`src/rtl/flc_pkg.sv`:
```
// Shared constants and types for the framed ramp line checker.
// Assumes a fixed 32-bit word with the data length in the upper half of the header.
package flc_pkg;
    localparam int WORD_W = 32;
    localparam int LEN_W  = 16;

    typedef enum logic {
        ERR_CKSUM = 1'b0,
        ERR_RAMP  = 1'b1
    } err_kind_e;

    // Condition of the line currently open, as seen by the frame sequencer
    typedef struct packed {
        logic             empty;
        logic             ck_fail;
        logic             ramp_fail;
        logic [LEN_W-1:0] len;
    } line_stat_t;
endpackage

```
`src/rtl/flc_frame_seq.sv`:
```
// Sequences lines within a frame, keeps the first failure and the running ramp
// base, and issues the frame verdict when vertical sync falls.
// Assumes cfg_lines_i >= 1 and constant while vertical sync is high.
module flc_frame_seq
    import flc_pkg::*;
#(
    parameter int LINE_W = 4
)(
    input  logic              clk,
    input  logic              rst_n,
    input  logic              vsync_i,
    input  logic              hsync_i,
    input  logic              dvalid_i,
    input  logic [LINE_W-1:0] cfg_lines_i,
    input  line_stat_t        stat_i,
    input  logic [WORD_W-1:0] ramp_base_i,
    output logic              line_start_o,
    output logic              word_vld_o,
    output logic [WORD_W-1:0] run_base_o,
    output logic              commit_o,
    output logic [WORD_W-1:0] commit_base_o,
    output logic              good_o,
    output logic              err_o,
    output logic              err_kind_o,
    output logic [LINE_W-1:0] err_line_o
);
    localparam int CNT_W = LINE_W + 1;

    logic              vsync_q, line_open_q, fail_q, empty_q;
    logic [LINE_W-1:0] line_idx_q, fline_q;
    err_kind_e         kind_q;
    logic [WORD_W-1:0] run_base_q;
    logic              good_q, err_q, kind_out_q;
    logic [LINE_W-1:0] line_out_q;

    logic              in_frame, sof, eof, counted, closing, judge;
    logic              fail_c, empty_c, frame_real;
    err_kind_e         kind_c;
    logic [LINE_W-1:0] fline_c;
    logic [WORD_W-1:0] base_c;
    logic [CNT_W-1:0]  lines_total, cfg_ext;

    // Frame window edges and the strobes given to the line tracker
    always_comb begin
        in_frame     = vsync_q & vsync_i;
        sof          = vsync_i & ~vsync_q;
        eof          = ~vsync_i & vsync_q;
        line_start_o = in_frame & hsync_i;
        word_vld_o   = in_frame & dvalid_i & (line_open_q | hsync_i);
        counted      = line_idx_q < cfg_lines_i;
        closing      = line_open_q & ((in_frame & hsync_i) | eof);
        judge        = closing & counted & !fail_q & !empty_q;
    end

    // Line judgement and frame verdict
    always_comb begin
        fail_c  = fail_q;
        kind_c  = kind_q;
        fline_c = fline_q;
        empty_c = empty_q;
        base_c  = run_base_q;
        if (judge) begin
            if (stat_i.empty) begin
                if (line_idx_q == '0) begin
                    empty_c = 1'b1;
                end else begin
                    fail_c  = 1'b1;
                    kind_c  = ERR_CKSUM;
                    fline_c = line_idx_q;
                end
            end else if (stat_i.ck_fail) begin
                fail_c  = 1'b1;
                kind_c  = ERR_CKSUM;
                fline_c = line_idx_q;
            end else if (stat_i.ramp_fail) begin
                fail_c  = 1'b1;
                kind_c  = ERR_RAMP;
                fline_c = line_idx_q;
            end else begin
                base_c = run_base_q + WORD_W'(stat_i.len);
            end
        end
        cfg_ext = {1'b0, cfg_lines_i};
        if (!line_open_q)
            lines_total = '0;
        else if (counted)
            lines_total = {1'b0, line_idx_q} + CNT_W'(1);
        else
            lines_total = cfg_ext;
        if (eof && !empty_c && !fail_c && lines_total != '0 && lines_total < cfg_ext) begin
            fail_c  = 1'b1;
            kind_c  = ERR_CKSUM;
            fline_c = lines_total[LINE_W-1:0];
        end
        frame_real    = eof & !empty_c & (lines_total != '0);
        commit_o      = frame_real & !fail_c;
        commit_base_o = base_c;
    end

    // Frame state and registered verdict outputs
    always_ff @(posedge clk) begin
        if (!rst_n) begin
            vsync_q     <= 1'b0;
            line_open_q <= 1'b0;
            line_idx_q  <= '0;
            fail_q      <= 1'b0;
            kind_q      <= ERR_CKSUM;
            fline_q     <= '0;
            empty_q     <= 1'b0;
            run_base_q  <= '0;
            good_q      <= 1'b0;
            err_q       <= 1'b0;
            kind_out_q  <= 1'b0;
            line_out_q  <= '0;
        end else begin
            vsync_q <= vsync_i;
            good_q  <= commit_o;
            err_q   <= frame_real & fail_c;
            if (frame_real && fail_c) begin
                kind_out_q <= kind_c;
                line_out_q <= fline_c;
            end
            if (sof) begin
                line_open_q <= 1'b0;
                line_idx_q  <= '0;
                fail_q      <= 1'b0;
                empty_q     <= 1'b0;
                run_base_q  <= ramp_base_i;
            end else if (in_frame || eof) begin
                fail_q     <= fail_c;
                kind_q     <= kind_c;
                fline_q    <= fline_c;
                empty_q    <= empty_c;
                run_base_q <= base_c;
                if (in_frame && hsync_i) begin
                    line_open_q <= 1'b1;
                    if (line_open_q && counted)
                        line_idx_q <= line_idx_q + 1'b1;
                end
                if (eof)
                    line_open_q <= 1'b0;
            end
        end
    end

    assign run_base_o = run_base_q;
    assign good_o     = good_q;
    assign err_o      = err_q;
    assign err_kind_o = kind_out_q;
    assign err_line_o = line_out_q;


    excl_pulse_chk: assert property (@(posedge clk) disable iff (!rst_n)
        !(good_q && err_q));


    pulse_after_eof_chk: assert property (@(posedge clk) disable iff (!rst_n)
        (good_q || err_q) |-> (!vsync_q && $past(vsync_q)));


    err_line_range_chk: assert property (@(posedge clk) disable iff (!rst_n)
        err_q |-> (line_out_q < cfg_lines_i));
endmodule

```
`config.mk`:
```
export PLATFORM = sky130hd
export DESIGN_NAME = flc_frame_seq
export DESIGN_NICKNAME = d
export VERILOG_FILES = /design/src/rtl/flc_pkg.sv /design/src/rtl/flc_frame_seq.sv
export SDC_FILE = /design/constraint.sdc
export NUM_CORES = 1
export LEC_CHECK = 0
export BUFFER_PORTS_ARGS = -buffer_cell sky130_fd_sc_hd__buf_2
export CAP_MARGIN = 20
export CORE_ASPECT_RATIO = 2
export CORE_MARGIN = 1.5
export CORE_UTILIZATION = 30
export CTS_BUF_LIST = sky130_fd_sc_hd__clkbuf_4
export DETAILED_ROUTE_END_ITERATION = 12
export GPL_TIMING_DRIVEN = 0
export PLACE_DENSITY_LB_ADDON = 0.2
export SETUP_SLACK_MARGIN = 0.4
export SLEW_MARGIN = 20
export SYNTH_ARGS = -nofsm -noshare
export SYNTH_HDL_FRONTEND = slang
export SYNTH_SLANG_ARGS = --single-unit
```
`constraint.sdc`:
```
create_clock -name clk -period 7.31 [get_ports clk]
set_input_delay 1.0965 -clock clk [delete_from_list [all_inputs] [get_ports clk]]
set_output_delay 1.0965 -clock clk [all_outputs]
set_load 0.05 [all_outputs]
```
# Word level (Yosys, flattened, before mapping)
# Cells that the tools add are included.
# Widths: inputs -> output; s select.
# totals
input_bits	60
mem_bits_rw	0
memories	0
latch_bits	0
word_cells	89
register_bits	52
output_inout_bits	74
rom_bits	0
# classes
n_addsub	3
n_mux	31
n_div	0
reduce_logical	21
mul	0
n_shift	0
bitwise_logic	20
order_cmp	2
eq_ne	0
# op_table
cell	n
$mux 32	6
$add 32x16->32	1
$mux 4	6
$mux 1	17
$and 1x1->1	14
$mux 5	2
$logic_and 1x1->1	7
$add 4x1->5 const B	1
$logic_not 1->1	5
$lt 5x4->1	1
$reduce_bool 5->1	1
$add 4x1->4 const B	1
$logic_not 4->1	1
$lt 4x4->1	1
$not 1->1	4
$reduce_and 2->1	2
$reduce_bool 2->1	2
$reduce_and 3->1	1
$or 1x1->1	2
$reduce_or 2->1	1
$logic_or 1x1->1	1

# Depth between registers and ports, before layout
# depth
depth_word	16
depth_mapped	17
mapped_depth_nobuf	16

# Least setup slack after synthesis
# OpenSTA, ideal clock, no wires.
# synth_path
path_type	input to output
startpoint	input port cfg_lines_i[2]
endpoint	output port commit_o
cell_stages	15
arrival_ns	3.826
n_path_buf	1
t_required_ns	6.214
path_slack_ns	2.388
cell_sequence	inv_1 -> ha_1 -> or2_1 -> a21o_1 -> buf_4 -> nand2_4 -> o21ai_0 -> nand2_1 -> inv_1 -> ha_1 -> nor2b_1 -> o21a_1 -> o21a_1 -> a311oi_2 -> a21oi_1
# synth_between
elab_chain_len	13
word_cells_on_any_way	21
classes_between	order compare: 2; mux: 5; bitwise: 6; reduce/logical: 8
# synth_lines
element	line_no	source
from (decl)	flc_frame_seq.sv:14	input logic [LINE_W-1:0] cfg_lines_i,
$lt 4x4->1	flc_frame_seq.sv:50	counted = line_idx_q < cfg_lines_i;
$and 1x1->1 (3 in a row)	flc_frame_seq.sv:52	judge = closing & counted & !fail_q & !empty_q;
$mux 1	flc_frame_seq.sv:62	if (judge) begin
$logic_not 1->1	flc_frame_seq.sv:90, flc_frame_seq.sv:95	
$logic_and 1x1->1 (4 in a row)	flc_frame_seq.sv:90	if (eof && !empty_c && !fail_c && lines_total != '0 && lines_total < cfg_ext) begin
$mux 1	flc_frame_seq.sv:90	
$logic_not 1->1	flc_frame_seq.sv:96	commit_o = frame_real & !fail_c;
$and 1x1->1 *	flc_frame_seq.sv:96	
to (decl)	flc_frame_seq.sv:20	output logic commit_o,
# Mark *: on every way between the ends. The rest lies on a longest branch, timed or not.

# Final worst setup path
# layout_path
startpoint	input port stat_i[0] in the netlist's numbering
endpoint	output port commit_base_o[22]
# layout_between
elab_chain_len	5
# layout_lines
element	line_no	source
from (decl)	flc_frame_seq.sv:15	input line_stat_t stat_i,
$add 32x16->32	flc_frame_seq.sv:80	base_c = run_base_q + WORD_W'(stat_i.len);
$mux 32	flc_frame_seq.sv:75	end else if (stat_i.ramp_fail) begin
$mux 32	flc_frame_seq.sv:71	end else if (stat_i.ck_fail) begin
$mux 32	flc_frame_seq.sv:63	if (stat_i.empty) begin
$mux 32	flc_frame_seq.sv:62	
to (decl)	flc_frame_seq.sv:21	output logic [WORD_W-1:0] commit_base_o,
# Every way passes these cells.

==> impl_metrics.json <==
{
  "status": "complete, no violations",
  "antenna_found_initial": 1,
  "rsz0062_at_grt": "false",
  "die_h_um": 172,
  "max-cap-violations": 0,
  "totalWireLength_um": 16300,
  "cp.required_ns": 6.21,
  "min_path_type": "flop to flop",
  "synth-seq-area-share_pct": 24.3,
  "drt-met1-wl_um": 5440,
  "gp_congestion": 0.917,
  "hold_depth": 2,
  "final_cell_mix": "buf_2 (138), nand2_1 (68), dfxtp_1 (52)",
  "gr-total-overflow": 0,
  "syn_to_final_growth_pct": 23.0,
  "fill_cells": 1494,
  "drtIter0Drc": 204,
  "synth_ff_type": "dfxtp_1",
  "path_cells": "buf_2 -> ha_1 -> fa_1 -> a211oi_1 -> nor2_1 -> o221ai_1 -> a41oi_2 -> a31oi_2 -> nand2b_1 -> xnor2_1 -> buf_2",
  "peakVddDrop_v": 0.0000918,
  "grt_pass1_wl_um": 25100,
  "switching_power_uw": 334,
  "worst_slew_margin_rel_pct": 47.6,
  "routed_wire_length_per_instance_um": 18.7,
  "fmax_mhz": 186,
  "cts_inserted_buffers": 5,
  "ios": 134,
  "clkLatencyLatePin_ns": 0.41,
  "yosysWarnings": 0,
  "drive_above_1_share_pct": 26.4,
  "power_uw": 792,
  "routed-via-count": 4771,
  "synth_cell_type_count": 76,
  "post-dp-hpwl_um": 13200,
  "tns_ns": 0,
  "intPower_uw": 457,
  "crit_top_cell": "buf_2",
  "seq_area_um2": 1040,
  "timing_hold_violations_final": 0,
  "synth_edf_count": 0,
  "firstDrtPassIters": 4,
  "cts_sinks": 52,
  "final_common_cell": "buf_2",
  "post_drt_via_cell_ratio": 5.48,
  "synthesis.area_um2": 4290,
  "fp.dieArea_um2": 15100,
  "fin_nets": 765,
  "cts_tree": "built",
  "grt_pass1_vias": 4856,
  "rrSetupSlack_ns": 3.54,
  "p_leak_uw": 0.00244,
  "drtAntennaViolNets": 0,
  "r2r-start": "line_idx_q[3]",
  "fin_area_um2": 5270,
  "post-route-util_pct": 37.7,
  "skew_ns": 0.0197,
  "holdPathEnd": "err_line_o[3]",
  "crit_type": "primary input to output port",
  "grt_use_total_pct": 22.0,
  "drv_slew": 0,
  "grt_max_degree": 17,
  "cts_hold_buf": 0,
  "synth-seq-cells": 52,
  "finalSetupViolCount": 0,
  "crit_path_max_fanout": 10,
  "swShare_pct": 42.2,
  "drc": 0,
  "dieWidth_um": 87.5,
  "postCtsSetupRepairBufs": 0,
  "worst_pin_slew_ns": 0.786,
  "pwr-share-comb_pct": 37.4,
  "route.met3.wl_um": 799,
  "core_area_um2": 14000,
  "io_buffers": 133,
  "cp.arrival_ns": 4.28,
  "place_area_um2": 5190,
  "crit_family": "compound AO/OA/AOI/OAI gates",
  "period_share_pct": 73.6,
  "highest_layer": "met4",
  "clock_path_buffers": 2,
  "rr_worst_depth": 15,
  "p_seq_share_pct": 39.7,
  "post_cts_resized": 0,
  "end_kind": "output port",
  "critPathLaunchType": "primary input",
  "start_util_pct": 30.7,
  "htreeDepth": 2,
  "critPathMaxStageDelay_ns": 0.57,
  "rows": 61,
  "p_clk_share_pct": 22.9,
  "cts-root-buf": "clkbuf_4",
  "clk_pin_slew_ns": 0.17,
  "wl_met2_um": 9060,
  "multiInputGateArea_um2": 3070,
  "rr_endpoint": "err_line_o[2]",
  "whs_ns": 0.500,
  "worst_hold_startpoint": "err_line_o[3]",
  "syn_inst": 540,
  "crit_buf_inv": 2,
  "postSynthAreaPerCell_um2": 7.94,
  "crit_slowest_cell": "a31oi_2",
  "path_depth": 11,
  "synth-async-reset-ratio_pct": 0,
  "syn-num-nets": 625,
  "min_period_ns": 5.38,
  "power_density_nw_per_um2": 150
}
-- synth_stat cells, drive strengths merged (4+ instances only) --
| master | n | area share, % |
|---|---|---|
| o31ai | 6 | 1.1 |
| nor2 | 44 | 3.9 |
| o22ai | 6 | 1.0 |
| buf | 9 | 1.3 |
| a21o | 6 | 1.1 |
| nand4 | 6 | 1.2 |
| mux2i | 20 | 4.7 |
| mux2 | 6 | 1.7 |
| nand3 | 11 | 1.3 |
| nor3 | 8 | 1.2 |
| dfxtp | 52 | 24 |
| o21a | 13 | 2.3 |
| or2 | 6 | 0.88 |
| a211oi | 14 | 2.7 |
| xnor2 | 12 | 2.5 |
| or3 | 8 | 1.4 |
| o211ai | 5 | 0.88 |
| a21oi | 42 | 5.0 |
| a31oi | 14 | 2.2 |
| inv | 13 | 1.1 |
| xor2 | 13 | 2.7 |
| o211a | 8 | 1.9 |
| and2 | 4 | 0.58 |
| and3 | 11 | 1.6 |
| ha | 24 | 7.0 |
| clkbuf | 18 | 1.6 |
| nand2 | 69 | 6.2 |
| nor2b | 8 | 1.3 |
| o21ai | 33 | 4.1 |
-- registers in the layout (all words and copies together), names as in the netlist --
name	count
fline_q	4
vsync_q	1
err_kind_o	1
empty_q	1
line_idx_q	4
line_open_q	1
fail_q	1
err_line_o	4
kind_q	1
good_o	1
err_o	1
run_base_o	32
-- routing by layer --
layer / track usage (%) / vias to the layer above
met4: 13.9 / 0
met5: 0 / -
met2: 42.8 / 169
met1: 20.7 / 2255
li1: - / 2296
met3: 2.82 / 51
-- kinds of logic after synthesis --
| logic type | share of synthesized area, % |
|---|---|
| AO/OA/AOI/OAI | 30.6 |
| buffers and inverters | 4.17 |
| AND/OR/NAND/NOR | 22.1 |
| adder cells (fa/ha/maj) | 7.47 |
| XOR/XNOR | 5.11 |
| multiplexers | 6.33 |
| flip-flops | 24.3 |
-- worst register-to-register path: stages, from the launching register on --
cell	delay [ns]
dfxtp_1	0.54
ha_1	0.32
a21o_1	0.16
buf_4	0.18
nand2_4	0.14
o21ai_0	0.09
nand2_1	0.09
inv_1	0.05
ha_1	0.28
nor2b_1	0.13
o21a_1	0.17
o21a_1	0.17
a311oi_2	0.56
nand4_4	0.25
mux2i_1	0.42
o22ai_1	0.14
-- cell type report --
cell class,count,share of cell area [%]
Antenna cell,1,0.0475
Buffer,27,2.33
Clock buffer,5,0.712
Clock inverter,3,0.807
Inverter,15,1.07
Multi-Input combinational cell,446,58.2
Sequential cell,52,19.7
Tap cell,189,4.49
Timing Repair Buffer,133,12.6
-- worst max-delay path by stage --
stage | start | endpoint | slack (ns)
6_report | stat_i[0] | commit_base_o[22] | 1.93
5_1_grt | cfg_lines_i[2] | commit_o | 1.73
4_1_cts | stat_i[0] | commit_base_o[22] | 1.96
3_5_place_dp | stat_i[0] | commit_base_o[22] | 1.98
3_3_place_gp | cfg_lines_i[2] | commit_o | 1.99
2_1_floorplan | cfg_lines_i[2] | commit_o | 2.39
-- power by group through the flow --
stage	registers, uW	clock network (uW)	logic [uW]
5_1_grt	317	196	318
2_1_floorplan	359	0	170
3_5_place_dp	320	0	295
4_1_cts	314	189	296
3_3_place_gp	320	0	292
6_report	314	181	296
-- per-stage QoR --
| step | worst slack, ns | instances |
|---|---|---|
| 6_report | 1.93 | 871 |
| 5_1_grt | 1.73 | 871 |
| 4_1_cts | 1.96 | 870 |
| 3_5_place_dp | 1.98 | 862 |
| 3_3_place_gp | 1.99 | 862 |
| 2_1_floorplan | 2.39 | 540 |
No activity file was read; power rests on OpenSTA's default activity.
